`config.mk`:
```
export PLATFORM = sky130hd
export DESIGN_NAME = sysclk_divsel
export DESIGN_NICKNAME = d
export VERILOG_FILES = /design/src/rtl/sysclk_pkg.sv /design/src/rtl/sysclk_div_lut.sv /design/src/rtl/sysclk_src_gate.sv /design/src/rtl/sysclk_tick_div.sv /design/src/rtl/sysclk_divsel.sv
export SDC_FILE = /design/constraint.sdc
export NUM_CORES = 1
export LEC_CHECK = 0
export BUFFER_PORTS_ARGS = -buffer_cell sky130_fd_sc_hd__buf_4
export CORE_MARGIN = 5
export CORE_UTILIZATION = 49
export DETAILED_ROUTE_END_ITERATION = 12
export PLACE_DENSITY_LB_ADDON = 0.12
export SETUP_SLACK_MARGIN = 0.02
export SKIP_LAST_GASP = 1
export SYNTH_ARGS = -nofsm -noshare
export SYNTH_HDL_FRONTEND = slang
export SYNTH_SLANG_ARGS = --single-unit
```
`constraint.sdc`:
```
create_clock -name clk -period 1.95 [get_ports clk]
set_input_delay 0.0975 -clock clk [delete_from_list [all_inputs] [get_ports clk]]
set_output_delay 0.0975 -clock clk [all_outputs]
set_load 0.005 [all_outputs]
```
`src/rtl/sysclk_pkg.sv`:
```
package sysclk_pkg;

    localparam int SPD_W = 8;

    localparam logic [1:0] SRC_PLL = 2'b00;
    localparam logic [1:0] SRC_OSC = 2'b01;
    localparam logic [1:0] SRC_RTC = 2'b10;
    localparam logic [1:0] SRC_OFF = 2'b11;

    localparam logic [3:0] DCODE_OFF = 4'hF;

    typedef struct packed {
        logic       pll_off;
        logic       osc_off;
        logic [1:0] src;
        logic [3:0] dcode;
    } spd_t;

endpackage

```
`src/rtl/sysclk_div_lut.sv`:
```
module sysclk_div_lut #(
    parameter int CNT_W = 8
) (
    input  logic [3:0]       dcode,
    output logic [CNT_W-1:0] div_m1
);
    always_comb begin
        case (dcode)
            4'd0:    div_m1 = CNT_W'(0);
            4'd1:    div_m1 = CNT_W'(1);
            4'd2:    div_m1 = CNT_W'(2);
            4'd3:    div_m1 = CNT_W'(3);
            4'd4:    div_m1 = CNT_W'(4);
            4'd5:    div_m1 = CNT_W'(5);
            4'd6:    div_m1 = CNT_W'(7);
            4'd7:    div_m1 = CNT_W'(9);
            4'd8:    div_m1 = CNT_W'(11);
            4'd9:    div_m1 = CNT_W'(15);
            4'd10:   div_m1 = CNT_W'(23);
            4'd11:   div_m1 = CNT_W'(31);
            4'd12:   div_m1 = CNT_W'(47);
            4'd13:   div_m1 = CNT_W'(63);
            4'd14:   div_m1 = CNT_W'(127);
            default: div_m1 = CNT_W'(0);
        endcase
    end
endmodule

```
`src/rtl/sysclk_src_gate.sv`:
```
module sysclk_src_gate
    import sysclk_pkg::*;
(
    input  spd_t cfg,
    input  logic pll_tick,
    input  logic osc_tick,
    input  logic rtc_tick,
    output logic src_tick,
    output logic stopped
);
    localparam int NSRC = 4;

    logic [NSRC-1:0] tick_vec;
    logic [NSRC-1:0] pwr_ok;

    assign tick_vec = {1'b0, rtc_tick, osc_tick, pll_tick};
    assign pwr_ok   = {1'b0, 1'b1, ~cfg.osc_off, ~cfg.pll_off};

    always_comb begin
        stopped  = (cfg.dcode == DCODE_OFF) || !pwr_ok[cfg.src];
        src_tick = !stopped && tick_vec[cfg.src];
    end
endmodule

```
`src/rtl/sysclk_tick_div.sv`:
```
module sysclk_tick_div #(
    parameter int CNT_W = 8
) (
    input  logic             clk,
    input  logic             rst_n,
    input  logic             clear,
    input  logic             tick,
    input  logic [CNT_W-1:0] div_m1,
    output logic             pulse
);
    typedef struct packed {
        logic [CNT_W-1:0] cnt;
        logic             pulse;
    } div_st_t;

    div_st_t st_d, st_q;

    always_comb begin
        st_d       = st_q;
        st_d.pulse = 1'b0;
        if (clear) begin
            st_d.cnt = '0;
        end else if (tick) begin
            if (st_q.cnt >= div_m1) begin
                st_d.cnt   = '0;
                st_d.pulse = 1'b1;
            end else begin
                st_d.cnt = st_q.cnt + CNT_W'(1);
            end
        end
    end

    always_ff @(posedge clk) begin
        if (!rst_n) st_q <= '0;
        else        st_q <= st_d;
    end

    assign pulse = st_q.pulse;
endmodule

```
`src/rtl/sysclk_divsel.sv`:
```
module sysclk_divsel
    import sysclk_pkg::*;
#(
    parameter int               CNT_W   = 8,
    parameter logic [SPD_W-1:0] RST_VAL = 8'h10
) (
    input  logic             clk,
    input  logic             rst_n,
    input  logic             pll_tick,
    input  logic             osc_tick,
    input  logic             rtc_tick,
    input  logic             spd_load,
    input  logic [SPD_W-1:0] spd_wdata,
    output logic [SPD_W-1:0] spd_rdata,
    output logic             sys_en,
    output logic             clk_stopped
);
    spd_t             spd_d, spd_q;
    logic             src_tick;
    logic [CNT_W-1:0] div_m1;

    always_comb begin
        spd_d = spd_q;
        if (spd_load) spd_d = spd_t'(spd_wdata);
    end

    always_ff @(posedge clk) begin
        if (!rst_n) spd_q <= spd_t'(RST_VAL);
        else        spd_q <= spd_d;
    end

    sysclk_src_gate gate_i (
        .cfg      (spd_q),
        .pll_tick (pll_tick),
        .osc_tick (osc_tick),
        .rtc_tick (rtc_tick),
        .src_tick (src_tick),
        .stopped  (clk_stopped)
    );

    sysclk_div_lut #(.CNT_W(CNT_W)) lut_i (
        .dcode  (spd_q.dcode),
        .div_m1 (div_m1)
    );

    sysclk_tick_div #(.CNT_W(CNT_W)) div_i (
        .clk    (clk),
        .rst_n  (rst_n),
        .clear  (spd_load),
        .tick   (src_tick),
        .div_m1 (div_m1),
        .pulse  (sys_en)
    );

    assign spd_rdata = spd_q;
endmodule

```
==> results of run 1 <==
==> stage by stage <==
| stage | area, um2 | instances | setup WS [ns] | setup TNS [ns] |
|---|---|---|---|---|
| 4_1_cts | 1582 | 203 | 0.03673 | 0 |
| 3_3_place_gp | 1480 | 195 | 0.05153 | 0 |
| 6_report | 1610 | 204 | 0.09206 | 0 |
| 3_5_place_dp | 1480 | 195 | -0.01504 | -0.01831 |
| 2_1_floorplan | 1292 | 146 | 0.1058 | 0 |
| 5_1_grt | 1610 | 204 | -0.04438 | -0.1697 |
==> worst max-delay path by stage <==
stage | to | slack (ns) | depth (start not counted)
4_1_cts | div_i.st_q[4]$_SDFFE_PP0N_ | 0.04 | 8
3_3_place_gp | div_i.st_q[6]$_SDFFE_PP0N_ | 0.05 | 7
2_1_floorplan | div_i.st_q[7]$_SDFFE_PP0N_ | 0.11 | 8
5_1_grt | div_i.st_q[6]$_SDFFE_PP0N_ | -0.04 | 8
3_5_place_dp | div_i.st_q[4]$_SDFFE_PP0N_ | -0.02 | 7
6_report | div_i.st_q[2]$_SDFFE_PP0N_ | 0.09 | 8
==> state kept, by name, summed over array words and instances (netlist names) <==
signal / count
div_i.pulse: 1
lut_i.div_m1: 7
spd_rdata: 8
div_i.st_q: 8
==> area by class of cell <==
type	count	area [um2]	area share
clock buffers	3	22.52	0.01399
clock inverters	1	30.03	0.01865
inverters	14	52.55	0.03263
multi-input cells	103	745.7	0.4631
flip-flops and latches	24	483.0	0.2999
well taps	30	37.54	0.02331
repair buffers	29	239.0	0.1484
==> repair_timing <==
| action | CTS | global route |
|---|---|---|
| buffers inserted | 2 | 1 |
| hold endpoints to repair | 1 | 0 |
| hold buffers | 2 | 0 |
| gates resized for setup | 1 | 5 |
| setup endpoints to repair | 8 | 8 |
| pin swaps | 2 | 7 |
==> cell usage after synthesis <==
library cell  count  area [um2]
nor3_1            2       10.01
buf_6             1       11.26
nand3_1           9       45.04
inv_2             3       11.26
nand2b_1          2       12.51
nand2b_4          1       13.76
buf_2             3       15.01
nand4b_1          4       35.03
nand4_1           2       12.51
o21a_1            1       7.510
a2111o_1          1       11.26
a21oi_4           1       16.27
mux2_2            2       22.52
nor2_1            6       22.52
o21ai_1           5       25.02
a22oi_1           1       7.510
a211oi_1          3       22.52
clkinv_1          1       3.750
and3_1            1       6.260
o21ai_0           1       5.000
dfxtp_1          24       480.5
buf_1             1       3.750
mux2i_1           6       60.06
nor2b_1           4       25.02
o311ai_2          1       16.27
mux2_1            1       11.26
a31oi_1           3       18.77
inv_1            10       37.54
o22ai_1           2       12.51
a21oi_1           8       40.04
ha_1             13       162.7
nand3b_1          2       15.01
or2_1             1       6.260
nand2_1          18       67.56
nor2_4            1       11.26
a21boi_1          1       7.510
==> cell usage in the layout (no fill, tap or decap), types with 2 or more instances in the layout <==
cell	netlist	final
a211oi_1	3	3
a21oi_1	8	7
a31oi_1	3	3
buf_4	0	25
clkbuf_4	0	3
dfxtp_1	24	22
dfxtp_2	0	2
dlygate4sd3_1	0	2
ha_1	13	12
inv_1	10	9
inv_2	3	4
mux2_2	2	2
mux2i_1	6	6
nand2_1	18	18
nand2b_1	2	2
nand3_1	9	9
nand3b_1	2	2
nand4_1	2	2
nand4b_1	4	4
nor2_1	6	6
nor2b_1	4	4
nor3_1	2	2
o21ai_1	5	5
o22ai_1	2	2
==> tightest hold or removal path: stages <==
cell	delay, ns
buf_4	0.07
mux2i_1	0.05
nor2b_1	0.09
==> cells by family after synthesis <==
family | share of synthesized area
adders and majority gates | 0.1259
and+or+nand+nor | 0.2188
DFF | 0.3717
muxes | 0.07260
AOI/OAI and AO/OA | 0.1472
buffers and inverters | 0.06388
==> where the power goes <==
part	total, mW	internal (mW)	switching, mW
Clock	0.370	0.208	0.162
Combinational	0.239	0.125	0.114
Sequential	0.529	0.513	0.0160
==> per-layer routing <==
layer	vias to the layer above	share of wire	routed length, um	GRT usage
met2	19	0.53	1548	0.3097
met1	536	0.42	1224	0.2140
met5	-	0	0	0
li1	566	-	-	-
met3	7	0.025	73	0.02725
met4	0	0.020	59	0.07879
==> impl_results.md, run 1 <==
* Post-synthesis area per instance at 8.853 um2
* Maximum clock rate at 0.5382 GHz
* Initial antenna violation count at 0
* Worst-Margin Slew at 0.5174 ns
* Syn nets at 173
* Synthesis Warnings at 0
* Area of the core at 2500 um2
* Maximum vdd drop at 0.5211 mV
* CTS Root Cell: clkbuf_4
* CP max stage delay at 0.48 ns
* First-pass GRT wire length at 5.002 mm
* Worst hold path endpoint: spd_rdata[6]$_SDFFE_PN0P_
* IO Pins at 24
* Die Area at 3765 um2
* CTS sink count at 24
* Slew HR at 0.6543
* Site row count at 18
* Setup crit start: div_i.st_q[1]$_SDFFE_PP0N_
* Fin crit period at 1.858 ns
* Layout area overhead at 24.59%
* Initial DRC Count at 65
* Synth Register Bits at 24
* Critical path class: reg -> reg
* Design Power at 1.138 mW
* Number of vias per cell at 5.529
* Post-DP HPWL at 2.089 mm
* Routed WL at 2.905 mm
* Max Slew Vio Count at 0
* CTS tree: yes
* Largest net degree at the start of global routing at 15
* Final Cycle Share at 0.9528
* Utilization after layout at 0.6441
* Post-synthesis sequential area ratio at 0.3717
* Initial DRT Pass Iterations at 4
* PD cells at 706.7 nW/um2
* Hold Path Depth at 3
* Cell area after synthesis at 1292 um2
* Crit path launch type: flop
* Clock latency at the later pin of the worst-skew pair at 0.32 ns
* Clk_skew at 0.008762 ns
* Cell variety after synth at 36
* Routability Congestion at 0.7744
* Max FO, Critical Path at 5
* Worst Path Buf+Inv at 2
* Crit-path cells: inv_2 > ha_4 > nand2b_4 > a2111o_1 > a21oi_4 > buf_6 > nand3_1 > a21oi_2
* Reg2reg end: div_i.st_q[2]$_SDFFE_PP0N_
* Crit-path leading delay family: compound AO/OA/AOI/OAI gates
* R2R Path Start: div_i.st_q[1]$_SDFFE_PP0N_
* Clk buf depth at 2
* Initial core utilization at 0.5170
* Synth Instances at 146
* CP required at 2.22 ns
* GRT Resource Usage Total at 0.1773
* WP data arrival at 2.13 ns
* RSZ-0062 raised after global routing: yes
* Antenna Cells at 0
* Number of global-route vias before repair at 1116
* Port buffer count at 23
* MaxCap Viol Count at 0
* Die extent in x at 61.36 um
* Clk slew on worst S/H paths at 0.14 ns
* CTS Buf Count at 3
* Nets at 202
* Slowest-stage cell, CP: a2111o_1
* Depth of the worst register-to-register path at 8
* Final setup viols at 0
* H-tree depth at 1
* Hold Vio Cnt, Final at 0
* Flop-to-flop setup slack at 0.09 ns
* Worst hold slack at 0.01649 ns
* Crit end category: flop
* Min-delay worst type: in -> reg
* # DRC at 0
* Hold path start: spd_wdata[6]
* Final ANT Viol Nets at 0
* Layout cell share with drive strength beyond 1 at 0.2586
* Overall die height at 61.36 um
* Status: complete, no violations
* DR vias at 1128
* Avg WL per Cell at 14.24 um
* Grt ovf at 0
* Lkg Pwr at 0.6989 nW
* FILL cells at 222
No activity file was read; power rests on OpenSTA's default activity.
==> inputs of run 2 (changes only) <==
--- a/config.mk
+++ b/config.mk
@@ -5,10 +5,10 @@
 export SDC_FILE = /design/constraint.sdc
 export NUM_CORES = 1
 export LEC_CHECK = 0
-export BUFFER_PORTS_ARGS = -buffer_cell sky130_fd_sc_hd__buf_4
 export CORE_MARGIN = 5
-export CORE_UTILIZATION = 49
+export CORE_UTILIZATION = 40
 export DETAILED_ROUTE_END_ITERATION = 12
+export DONT_BUFFER_PORTS = 1
 export PLACE_DENSITY_LB_ADDON = 0.12
 export SETUP_SLACK_MARGIN = 0.02
 export SKIP_LAST_GASP = 1
==> run 2 against run 1 <==
Worst setup slack worse by 0.0088 ns. Via count down 6.6%. Global-route usage fell by 4.9 points. Non-clock buffer count fell by 19. Combinational power fell by 19%. Hold slack lost 0.0082 ns. Final cell count is 2.0% lower. Fmax fell by 0.47%. Critical path depth down 1. Design area decreased by 7.1%. Largest power group unchanged. Highest routed layer unchanged.
==> impl_results.md, run 2 (synthesis gave the netlist of run 1 again) <==
* Status: complete, no violations (unchanged)
* Hold Path Depth at 2 (was 3)
* Post-DP HPWL at 1.950 mm (was 2.089 mm)
* Max Slew Vio Count at 0 (unchanged)
* Area of the core at 3078 um2 (was 2500 um2)
* Clk slew on worst S/H paths at 0.13 ns (was 0.14 ns)
* Hold Vio Cnt, Final at 0 (unchanged)
* Worst-Margin Slew at 0.5553 ns (was 0.5174 ns)
* Most frequent cells in the layout: 23 x dfxtp_1, 18 x nand2_1, 12 x ha_1, 9 x inv_1, 9 x nand3_1 (was 25 x buf_4, 22 x dfxtp_1, 18 x nand2_1, 12 x ha_1)
* Routed WL at 2.660 mm (was 2.905 mm)
* Number of global-route vias before repair at 1002 (was 1116)
* DR vias at 1053 (was 1128)
* Final setup viols at 0 (unchanged)
* Worst hold slack at 0.008331 ns (was 0.01649 ns)
* Layout cell share with drive strength beyond 1 at 0.1474 (was 0.2586)
* Initial antenna violation count at 0 (unchanged)
* Commonest non-fill, non-tap cell in the layout: dfxtp_1 (was buf_4)
* Antenna Cells at 0 (unchanged)
* IO Pins at 24 (unchanged)
* Grt ovf at 0 (unchanged)
* Routability Congestion at 0.7778 (was 0.7744)
* Utilization after layout at 0.4858 (was 0.6441)
* Initial DRT Pass Iterations at 4 (unchanged)
* Crit end category: flop (unchanged)
* MaxCap Viol Count at 0 (unchanged)
* Max FO, Critical Path at 6 (was 5)
* Lkg Pwr at 0.5907 nW (was 0.6989 nW)
* Fin crit period at 1.867 ns (was 1.858 ns)
* H-tree depth at 1 (unchanged)
* Finished Layout Cells at 200 (was 204)
* # DRC at 0 (unchanged)
* Maximum clock rate at 0.5357 GHz (was 0.5382 GHz)
* Setup TNS at 0 ns (unchanged)
* CP max stage delay at 0.53 ns (was 0.48 ns)
* Layout area overhead at 15.68% (was 24.59%)
* Hold path start: rst_n (was spd_wdata[6])
* R2R Path Start: div_i.st_q[1]$_SDFFE_PP0N_ (unchanged)
* Initial DRC Count at 79 (was 65)
* Die extent in x at 66.85 um (was 61.36 um)
* Port buffer count at 0 (was 23)
* Final Cycle Share at 0.9573 (was 0.9528)
* Clk_skew at 0.01134 ns (was 0.008762 ns)
* CTS tree: yes (unchanged)
* Slowest-stage cell, CP: a2111o_1 (unchanged)
* Largest net degree at the start of global routing at 14 (was 15)
* Avg WL per Cell at 13.30 um (was 14.24 um)
* Placed instance count at 187 (was 195)
* Worst hold path endpoint: spd_rdata[1]$_SDFFE_PN0P_ (was spd_rdata[6]$_SDFFE_PN0P_)
* Critical path class: reg -> reg (unchanged)
* Crit-path cells: inv_2 > ha_4 > nand2b_4 > a2111o_1 > a21oi_4 > nand4b_1 > a21oi_2 (was inv_2 > ha_4 > nand2b_4 > a2111o_1 > a21oi_4 > buf_6 > nand3_1 > a21oi_2)
* CTS Root Cell: clkbuf_4 (unchanged)
* Final ANT Viol Nets at 0 (unchanged)
* Number of vias per cell at 5.265 (was 5.529)
* Die Area at 4468 um2 (was 3765 um2)
* Maximum vdd drop at 0.4444 mV (was 0.5211 mV)
* RSZ-0062 raised after global routing: yes (unchanged)
* Nets at 184 (was 202)
* CP required at 2.21 ns (was 2.22 ns)
* Slew HR at 0.6290 (was 0.6543)
* Post-CTS setup buffers at 0 (was 2)
* CTS Buf Count at 3 (unchanged)
* Clk buf depth at 2 (unchanged)
* Crit path launch type: flop (unchanged)
* GRT Resource Usage Total at 0.1281 (was 0.1773)
* Clock latency at the later pin of the worst-skew pair at 0.32 ns (about the same)
* PD cells at 659.4 nW/um2 (was 706.7 nW/um2)
* Min-delay worst type: in -> reg (unchanged)
* Initial core utilization at 0.4199 (was 0.5170)
* Flop-to-flop setup slack at 0.08 ns (was 0.09 ns)
* WP data arrival at 2.13 ns (about the same)
* Reg2reg end: div_i.st_q[5]$_SDFFE_PP0N_ (was div_i.st_q[2]$_SDFFE_PP0N_)
* CTS sink count at 24 (unchanged)
* First-pass GRT wire length at 4.409 mm (was 5.002 mm)
* Overall die height at 66.85 um (was 61.36 um)
* Depth of the worst register-to-register path at 7 (was 8)
* Site row count at 20 (was 18)
[run 2: cell types whose count changed in the layout (fill, tap and decap cells not counted), moves of 2 or more]
| cell | previous run | this run |
|---|---|---|
| a21oi_1 | 7 | 5 |
| buf_4 | 25 | 2 |
| a21oi_2 | 1 | 3 |
| dlygate4sd3_1 | 2 | 8 |
[run 2: per-layer routing]
metal	vias up	part of all wire	GRT usage
li1	534	-	-
met2	20	0.49	0.2141
met4	0	0.0068	0.02284
met5	-	0	0
met1	494	0.45	0.1590
met3	5	0.045	0.04553
[run 2: power by group]
group	internal, mW	switching [mW]	leakage [nW]
clock network	0.114	0.149	0.0210
logic	0.0900	0.103	0.373
registers	0.512	0.0175	0.197
[run 2: worst max-delay path by stage]
stage	slack (ns)	to	cells past startpoint	from
after floorplan	0.11	div_i.st_q[7]$_SDFFE_PP0N_	8	div_i.st_q[1]$_SDFFE_PP0N_
final	0.08	div_i.st_q[5]$_SDFFE_PP0N_	7	div_i.st_q[1]$_SDFFE_PP0N_
after detailed placement	-0.02	div_i.st_q[6]$_SDFFE_PP0N_	7	div_i.st_q[1]$_SDFFE_PP0N_
after CTS	0.02	div_i.st_q[6]$_SDFFE_PP0N_	7	div_i.st_q[1]$_SDFFE_PP0N_
after global routing	-0.006	div_i.st_q[5]$_SDFFE_PP0N_	7	div_i.st_q[1]$_SDFFE_PP0N_
after global placement	0.06	div_i.st_q[6]$_SDFFE_PP0N_	7	div_i.st_q[1]$_SDFFE_PP0N_
[run 2: repair_timing]
item,in CTS,in global routing
resized for setup,1,7
pin swaps,2,7
hold buffers,8,0
setup endpoints to repair,8,8
hold endpoints to repair,4,0
cloned,1,0
[run 2: area by class of cell]
class | count | area, um2
clock buffers | 4 | 36.28
repair buffers | 10 | 95.09
fillers | 299 | 1583
well taps | 44 | 55.05
flip-flops and latches | 24 | 481.7
multi-input cells | 104 | 774.5
inverters | 14 | 52.55
[run 2: per-stage QoR]
step | setup WS (ns) | total power [mW] | cell area (um2)
global route | -0.006398 | 1.038 | 1495
finish | 0.08322 | 0.9860 | 1495
detailed placement | -0.01987 | 0.6946 | 1333
floorplan | 0.1058 | 0.6763 | 1292
global placement | 0.05731 | 0.6897 | 1333
CTS | 0.02388 | 0.9833 | 1465
[run 2: critical path: cells and delay by family, from the launching register on]
family	cells	cell delay, ns
compound gates	3	0.92
flops	1	0.35
simple gates	2	0.28
fa+ha+maj	1	0.19
buf+inv	1	0.07
